`src/rtl/fault_alert_pkg.sv`:
```
package fault_alert_pkg;
    typedef enum logic [1:0] {
        TMR_IDLE = 2'd0,
        TMR_WAIT = 2'd1,
        TMR_HOLD = 2'd2
    } tmr_state_e;
endpackage

```
`src/rtl/hold_count_reg.sv`:
```
module hold_count_reg #(
    parameter int SEL_W    = 4,
    parameter int BASE_CYC = 500,
    parameter int STEP_CYC = 8000,
    parameter int CW       = 17
) (
    input  logic             clk,
    input  logic             rst_n,
    input  logic [SEL_W-1:0] hold_sel,
    output logic [CW-1:0]    hold_cyc
);
    typedef struct packed {
        logic [CW-1:0] cyc;
    } hold_s;

    hold_s cur_q, nxt_d;

    always_comb begin
        nxt_d     = cur_q;
        nxt_d.cyc = CW'(BASE_CYC) + CW'(STEP_CYC) * CW'(hold_sel);
    end

    always_ff @(posedge clk or negedge rst_n) begin
        if (!rst_n) cur_q <= '{cyc: CW'(BASE_CYC)};
        else        cur_q <= nxt_d;
    end

    assign hold_cyc = cur_q.cyc;
endmodule

```
`src/rtl/temp_window.sv`:
```
module temp_window #(
    parameter int TW = 8
) (
    input  logic          enable,
    input  logic [TW-1:0] temp_in,
    input  logic [TW-1:0] temp_limit,
    input  logic [TW-1:0] temp_hyst,
    output logic          hot,
    output logic          cool
);
    logic [TW:0] t_ext, lim_ext, sum_ext;

    always_comb begin
        t_ext   = {1'b0, temp_in};
        lim_ext = {1'b0, temp_limit};
        sum_ext = t_ext + {1'b0, temp_hyst};
        hot     = enable && (t_ext > lim_ext);
        cool    = !enable || (sum_ext < lim_ext);
    end
endmodule

```
`src/rtl/alert_hold_timer.sv`:
```
module alert_hold_timer
    import fault_alert_pkg::*;
#(
    parameter int CW = 17
) (
    input  logic          clk,
    input  logic          rst_n,
    input  logic          fault_i,
    input  logic          good_i,
    input  logic          bypass_i,
    input  logic [CW-1:0] hold_cyc_i,
    output logic          alert_o
);
    typedef struct packed {
        tmr_state_e    st;
        logic [CW-1:0] cnt;
    } tmr_s;

    tmr_s cur_q, nxt_d;

    always_comb begin
        nxt_d = cur_q;
        unique case (cur_q.st)
            TMR_IDLE: begin
                if (fault_i) nxt_d.st = TMR_WAIT;
            end
            TMR_WAIT: begin
                if (good_i && !fault_i) begin
                    if (bypass_i) begin
                        nxt_d.st = TMR_IDLE;
                    end else begin
                        nxt_d.st  = TMR_HOLD;
                        nxt_d.cnt = hold_cyc_i;
                    end
                end
            end
            TMR_HOLD: begin
                if (fault_i) begin
                    nxt_d.st  = TMR_WAIT;
                    nxt_d.cnt = '0;
                end else if (bypass_i || cur_q.cnt <= CW'(1)) begin
                    nxt_d.st  = TMR_IDLE;
                    nxt_d.cnt = '0;
                end else begin
                    nxt_d.cnt = cur_q.cnt - CW'(1);
                end
            end
            default: begin
                nxt_d.st  = TMR_IDLE;
                nxt_d.cnt = '0;
            end
        endcase
    end

    always_ff @(posedge clk or negedge rst_n) begin
        if (!rst_n) cur_q <= '{st: TMR_IDLE, cnt: '0};
        else        cur_q <= nxt_d;
    end

    assign alert_o = (cur_q.st != TMR_IDLE) || fault_i;
endmodule

```
`src/rtl/fault_alert_hold.sv`:
```
module fault_alert_hold #(
    parameter int NCH      = 4,
    parameter int TW       = 8,
    parameter int SEL_W    = 4,
    parameter int BASE_CYC = 500,
    parameter int STEP_CYC = 8000
) (
    input  logic             clk,
    input  logic             rst_n,
    input  logic [NCH-1:0]   uv_flags,
    input  logic [TW-1:0]    temp_in,
    input  logic [TW-1:0]    temp_limit,
    input  logic [TW-1:0]    temp_hyst,
    input  logic             ot_mode,
    input  logic             bypass,
    input  logic [SEL_W-1:0] hold_sel,
    output logic             uv_alert_n,
    output logic             uv_pd_en,
    output logic             t2_alert_n,
    output logic             t2_pd_en
);
    localparam int MAX_HOLD = BASE_CYC + STEP_CYC * ((1 << SEL_W) - 1);
    localparam int CW       = $clog2(MAX_HOLD + 1);
    localparam int NALERT   = 2;

    logic [CW-1:0]     hold_cyc;
    logic              t_hot, t_cool;
    logic [NALERT-1:0] fault_v, good_v, alert_v;

    hold_count_reg #(
        .SEL_W(SEL_W), .BASE_CYC(BASE_CYC), .STEP_CYC(STEP_CYC), .CW(CW)
    ) u_hold (
        .clk(clk), .rst_n(rst_n), .hold_sel(hold_sel), .hold_cyc(hold_cyc)
    );

    temp_window #(.TW(TW)) u_twin (
        .enable(ot_mode), .temp_in(temp_in), .temp_limit(temp_limit),
        .temp_hyst(temp_hyst), .hot(t_hot), .cool(t_cool)
    );

    always_comb begin
        fault_v[0] = |uv_flags;
        good_v[0]  = ~|uv_flags;
        fault_v[1] = t_hot;
        good_v[1]  = t_cool;
    end

    for (genvar g = 0; g < NALERT; g++) begin : g_tmr
        alert_hold_timer #(.CW(CW)) u_tmr (
            .clk(clk), .rst_n(rst_n), .fault_i(fault_v[g]), .good_i(good_v[g]),
            .bypass_i(bypass), .hold_cyc_i(hold_cyc), .alert_o(alert_v[g])
        );
    end

    assign uv_alert_n = !alert_v[0];
    assign uv_pd_en   = alert_v[0];
    assign t2_alert_n = !alert_v[1];
    assign t2_pd_en   = alert_v[1];
endmodule

```
`config.mk`:
```
export PLATFORM = sky130hd
export DESIGN_NAME = fault_alert_hold
export DESIGN_NICKNAME = d
export VERILOG_FILES = /design/src/rtl/fault_alert_pkg.sv /design/src/rtl/hold_count_reg.sv /design/src/rtl/temp_window.sv /design/src/rtl/alert_hold_timer.sv /design/src/rtl/fault_alert_hold.sv
export SDC_FILE = /design/constraint.sdc
export NUM_CORES = 1
export LEC_CHECK = 0
export BUFFER_PORTS_ARGS = -buffer_cell sky130_fd_sc_hd__buf_2
export CORE_AREA = 8 8 106 108
export DETAILED_ROUTE_END_ITERATION = 16
export DIE_AREA = 0 0 114 116
export PLACE_DENSITY = 0.68
export SLEW_MARGIN = 20
export SYNTH_ARGS = -nofsm -noshare
export SYNTH_HDL_FRONTEND = slang
export SYNTH_HIERARCHICAL = 1
export SYNTH_SLANG_ARGS = --single-unit
```
`constraint.sdc`:
```
create_clock -name clk -period 2.2 [get_ports clk]
set_input_delay 0.33 -clock clk [delete_from_list [all_inputs] [get_ports clk]]
set_output_delay 0.33 -clock clk [all_outputs]
set_load 0.02 [all_outputs]
```
# == Word-level counts from Yosys, hierarchy flattened ==
# Cells that the tools add are included.
# totals
register_bits,55
inputBits,36
out_inout_bits,4
# op_classes
addsub,4
multipliers,1
magnitude_cmp,4
eq_ne,12
muxes,16
bitwise_logic,2
n_reduce_logical,20
# ops
cell,count
one-hot mux 17 bit (3 select lines),2
two-way mux 19 bit,4
two-way mux 17 bit,3
<= comparator 17 x 1 -> 1 bit (second input constant),2
subtractor 17 x 1 -> 17 bit (second input constant),2
adder 9 x 17 -> 17 bit (first input constant),1
one-hot mux 2 bit (3 select lines),2
AND reduction 3 bit,4
multiplier 7 x 4 -> 11 bit (first input constant),1
two-way mux 2 bit,5
adder 8 x 8 -> 9 bit,1
< comparator 9 x 8 -> 1 bit,1
> comparator 8 bit,1
!= test 2 x 1 -> 1 bit (second input constant),3
!= test 2 bit (second input constant),3
!= test 3 x 1 -> 1 bit (second input constant),2
logical OR 1 bit,5
== test 2 x 1 -> 1 bit (second input constant),2
== test 2 bit (second input constant),2
zero test 1 bit,4
zero test 2 bit,2
nonzero test 2 bit,2
OR reduction 4 bit,1
logical AND 1 bit,2
NOT 1 bit,2

# == Logic depth before layout (Yosys ltp) ==
# depth
ltp_word,6
ltp_mapped,18

# == Cells and area by module ==
# The synthesis kept the hierarchy.
# modules_own_cells
mod,instances,cells_each,area_each_um2,seq_area_each_um2
alert_hold_timer,2,139,1341.3,475.5
hold_count_reg,1,103,1102.3,279.0
temp_window,1,85,681.9,0.0
fault_alert_hold,1,4,21.3,0.0

# == Worst setup path before layout ==
# No wires, ideal clock.
# synth_timing
path_type,input -> register
startpoint,input port temp_in[0]
endpoint,register g_tmr[1].u_tmr/cur_q[4] in the netlist's numbering
arrival_ns,3.627
required_time_ns,2.074
path_slack_ns,-1.553
cell_stages,17
path_buffers,1
cell_sequence,ha_1 > inv_1 > fa_1 > nor2b_4 > o31a_1 > o21a_1 > nor2_2 > xnor2_1 > ha_1 > a211oi_1 > a31oi_1 > o41ai_2 > or3b_4 > a21oi_2 > clkbuf_4 > o21ai_0 > a221o_1
# synth_via
elab_chain_len,6
# synth_rtl
item,line_no,text
start: declaration,fault_alert_hold.sv:11,"input logic [TW-1:0] temp_in,"
adder 8 x 8 -> 9 bit,temp_window.sv:16,"sum_ext = t_ext + {1'b0, temp_hyst};"
< comparator 9 x 8 -> 1 bit,temp_window.sv:18,cool = !enable || (sum_ext < lim_ext);
logical OR 1 bit,temp_window.sv:18,
net good_v[1],fault_alert_hold.sv:28,"logic [NALERT-1:0] fault_v, good_v, alert_v;"
logical AND 1 bit,alert_hold_timer.sv:28,if (good_i && !fault_i) begin
!= test 2 x 1 -> 1 bit (no source line),n/a,
AND reduction 3 bit (no source line),n/a,
end signal: assignment,alert_hold_timer.sv:56,"if (!rst_n) cur_q <= '{st: TMR_IDLE, cnt: '0};"
end signal: assignment,alert_hold_timer.sv:57,else cur_q <= nxt_d;
end: declaration,alert_hold_timer.sv:19,"tmr_s cur_q, nxt_d;"
# The timed path passes the listed nets, and every way through them passes these cells.
# A chain may end at the register's enable or synchronous reset.

# == Worst setup path after layout ==
# layout_timing
startpoint,input port temp_in[0]
endpoint,register g_tmr[1].u_tmr/cur_q[10] in the netlist's numbering
# The elaborated chain is that of the path after synthesis.

==> flow_summary.toml <==
[synthesis]
synthArstFlopShare_pct = 100
synth_edf_count = 0
synth_top_family_by_area = "compound AO/OA/AOI/OAI gates"
synth-simple-area-share_pct = 20.9
synth_warnings = 6
syn_area_sq_um = 4490
syn_inst = 470
synth_cell_types = 68
synthAdderAreaFrac_pct = 17.5
synthFlopType = "dfrtp_1"
synth-xor-area-share_pct = 3.32
synth_compound_area_share_pct = 23.4
synthMuxAreaShare_pct = 1.25
ys_ff_latch = 49
ys_seq_area_share_pct = 27.4
syn_avg_cell_area_sq_um = 9.55

[min_path]
hold_path.startpoint = "hold_sel[0]"
worstHoldPathCells = 3
whs_endpoint = "u_hold/hold_cyc[6]$_DFF_PN1_"
hold_class = "input pin to register"

[clock_tree]
clk_pin_slew_ns = 0.09
clockBufferDepth = 2
clkSinkCount = 49
cts_tree = "done"
clock_latency_ns = 0.30
htreeDepth = 2
clock-root-buffer = "clkbuf_8"
cts_buffers = 5

[route]
avgViaCountPerCell = 5.73
wire_per_inst_microns = 16.1
drt.antenna.violating_nets = 0
drc_errors = 0
first_iter_violations = 305
finalWirelength_microns = 12000
drt_pre_antenna_iters = 5
vias = 4271

[sta]
max_clock_freq_mhz = 281
slew_headroom_pct = 61.1
slew_viol_final = 0
finalClockSkew_ns = 0.00340
fin_crit_sh_pct = 162
rsz0062_at_grt = "yes"
hold_viol = 0
fin_hold_ws_ns = 0.398
layout_setup_ws_ns = -1.35
worstMarginPinSlew_ns = 0.583
post-route-min-period_ns = 3.55
finalSetupViolCount = 26

[global_routing]
grt_antenna_before_repair = 0
grt_util_all_layers_pct = 18.0
grt_max_degree = 26
grt_pass1_wl_microns = 19700
grt_pass1_vias = 4323
overflow = 0

[power]
peakVddDrop_v = 0.000752
power.total_mw = 6.38
p_per_area_nw_per_um2 = 1060
leakagePower_nw = 2.91

[setup_path]
crit_fanout = 4
worst_setup_path_end_kind = "register"
cp_cell_sequence = "buf_6 > ha_4 > inv_2 > fa_2 > nor2b_4 > o31a_1 > o21a_1 > nor2_2 > xnor2_1 > ha_1 > o21a_1 > o21ai_1 > a31oi_1 > o41ai_2 > or3b_4 > a21oi_4 > buf_4 > buf_4 > o21ai_1 > a221o_1"
slowest_delay_ns = 0.45
crit_path_top_delay_cell = "or3b_4"
worstSetupPathType = "input pin to register"
timing.rr.end = "g_tmr[1].u_tmr/cur_q[2]$_DFFE_PN0P_"
worst-path-buf-inv = 4
r2r_cells = 7
cp_top_family = "compound AO/OA/AOI/OAI gates"
cp.depth = 20
critical_path_arrival_ns = 3.74
required_ns = 2.39
r2r-start = "g_tmr[1].u_tmr/cur_q[1]$_DFFE_PN0P_"
start_kind = "input pin"
r2r_slack_ns = 0.08

[run_status]
violations = "negative setup slack"
outcome = "finished, violations left"

[floorplanning]
start_util_pct = 47.0
die_height_microns = 116
dieArea_sq_um = 13200
io_pins = 40
coreArea_sq_um = 9550
rows = 36
die_w_microns = 114

[layout]
syn_to_final_growth_pct = 33.7
layout-drive-gt1-share_pct = 36.7
n_antenna_cell = 0
final_common_cell = "buf_4"
nets = 706
final_cell_mix = "buf_4, ha_1, dfrtp_1, inv_1, buf_2"
fin_area_sq_um = 6000

[flow_run]
maxCapViolCount = 0

[place]
portBuffers = 39
gp_congestion = 0.890
place_area_sq_um = 5510
place.detailed.hpwl_microns = 9080
synth_stat cells (3+ instances only):
cell type / count / share of area [%]
o21ai_2: 4 / 0.78
a21oi_1: 17 / 1.9
xnor2_1: 10 / 2.0
ha_1: 50 / 14
nand2b_1: 6 / 0.84
nor3_2: 4 / 0.89
nand2_1: 19 / 1.6
a31oi_1: 4 / 0.56
nor3_1: 21 / 2.3
dfstp_2: 3 / 1.8
xor2_1: 7 / 1.4
o21a_1: 6 / 1.0
o21bai_1: 3 / 0.50
nor3b_1: 7 / 1.2
buf_4: 6 / 1.0
a21boi_0: 6 / 1.0
o21ai_1: 16 / 1.8
a211o_1: 4 / 0.78
nor4_1: 9 / 1.3
inv_1: 39 / 3.3
a211oi_1: 4 / 0.67
fa_1: 8 / 3.6
nand3_1: 23 / 2.6
a221o_1: 24 / 5.4
o21ai_0: 15 / 1.7
a22oi_1: 4 / 0.67
dfrtp_1: 46 / 26
a21o_1: 6 / 1.0
o31a_1: 3 / 0.59
nand4_1: 4 / 0.56
buf_6: 6 / 1.5
o211ai_1: 5 / 0.84
nor2_1: 27 / 2.3
cells by family after synthesis:
logic type | count (synthesis)
buffers and inverters | 53
xor gates and xnor gates | 17
AOI/OAI and AO/OA | 135
other | 2
and+or+nand+nor | 151
muxes | 5
DFF | 49
adders and majority gates | 58
layer usage:
layer,vias to the layer above,wire (microns),global-route usage (%)
met5,-,0,0
met4,0,266,5.59
met3,20,527,2.03
met2,125,6170,32.6
met1,2090,5040,21.7
li1,2036,-,-
final cells by class:
cell class	count	area, sq um
fillers	804	3550
clock inverters	2	38.8
well taps	133	166
inverters	39	146
clock buffers	6	72.6
flip-flops and latches	49	1230
repair buffers	144	1070
multi-input cells	373	3280
through the flow:
stage / util, % / setup slack (ns) / setup TNS (ns) / cells
finish: 62.9 / -1.35 / -26.63 / 746
detailed placement: 57.7 / -1.67 / -36.07 / 720
global placement: 57.7 / -1.58 / -33.96 / 720
floorplan: - / -1.34 / -25.20 / 474
global route: 62.9 / -1.45 / -29.20 / 746
CTS: 61.1 / -1.29 / -25.64 / 738
worst register-to-register path, delay by kind of cell (launching register included):
kind                     cells  cell delay, ns
AND/OR/NAND/NOR              1            0.14
flip-flops                   1            0.44
buffers and inverters        1            0.12
AO/OA/AOI/OAI                4            1.17
adder cells (fa/ha/maj)      1            0.14
flip-flops by register name, summed over array words and instances (netlist names):
register / flops
g_tmr.u_tmr/cur_q: 38
u_hold/hold_cyc: 11
where the power goes:
part / internal (mW) / leakage [nW] / switching, mW / total (mW)
clock: 0.342 / 0.0554 / 0.308 / 0.650
sequential: 1.13 / 0.648 / 0.270 / 1.40
combinational: 1.98 / 2.21 / 2.35 / 4.33
total: 3.45 / 2.91 / 2.93 / 6.38
how the worst max path moves through the flow:
| stage | start | endpoint | slack, ns |
|---|---|---|---|
| 2_1_floorplan | temp_in[0] | g_tmr[1].u_tmr/cur_q[4]$_DFFE_PN0P_ | -1.34 |
| 3_3_place_gp | temp_in[0] | g_tmr[1].u_tmr/cur_q[4]$_DFFE_PN0P_ | -1.58 |
| 3_5_place_dp | temp_in[0] | g_tmr[1].u_tmr/cur_q[4]$_DFFE_PN0P_ | -1.67 |
| 4_1_cts | temp_in[0] | g_tmr[1].u_tmr/cur_q[2]$_DFFE_PN0P_ | -1.29 |
| 5_1_grt | temp_in[0] | g_tmr[1].u_tmr/cur_q[5]$_DFFE_PN0P_ | -1.45 |
| 6_report | temp_in[0] | g_tmr[1].u_tmr/cur_q[10]$_DFFE_PN0P_ | -1.35 |
timing repair:
| action | 4_1_cts | 5_1_grt |
|---|---|---|
| buffers inserted | 12 | 6 |
| hold endpoints to repair | 6 | 0 |
| endpoints found under the setup margin | 27 | 29 |
| pin swaps | 12 | 10 |
| gates cloned | 0 | 2 |
| hold buffers | 1 | 0 |
| resized for setup | 31 | 18 |
Note: power is estimated with default switching activity, not from simulation.
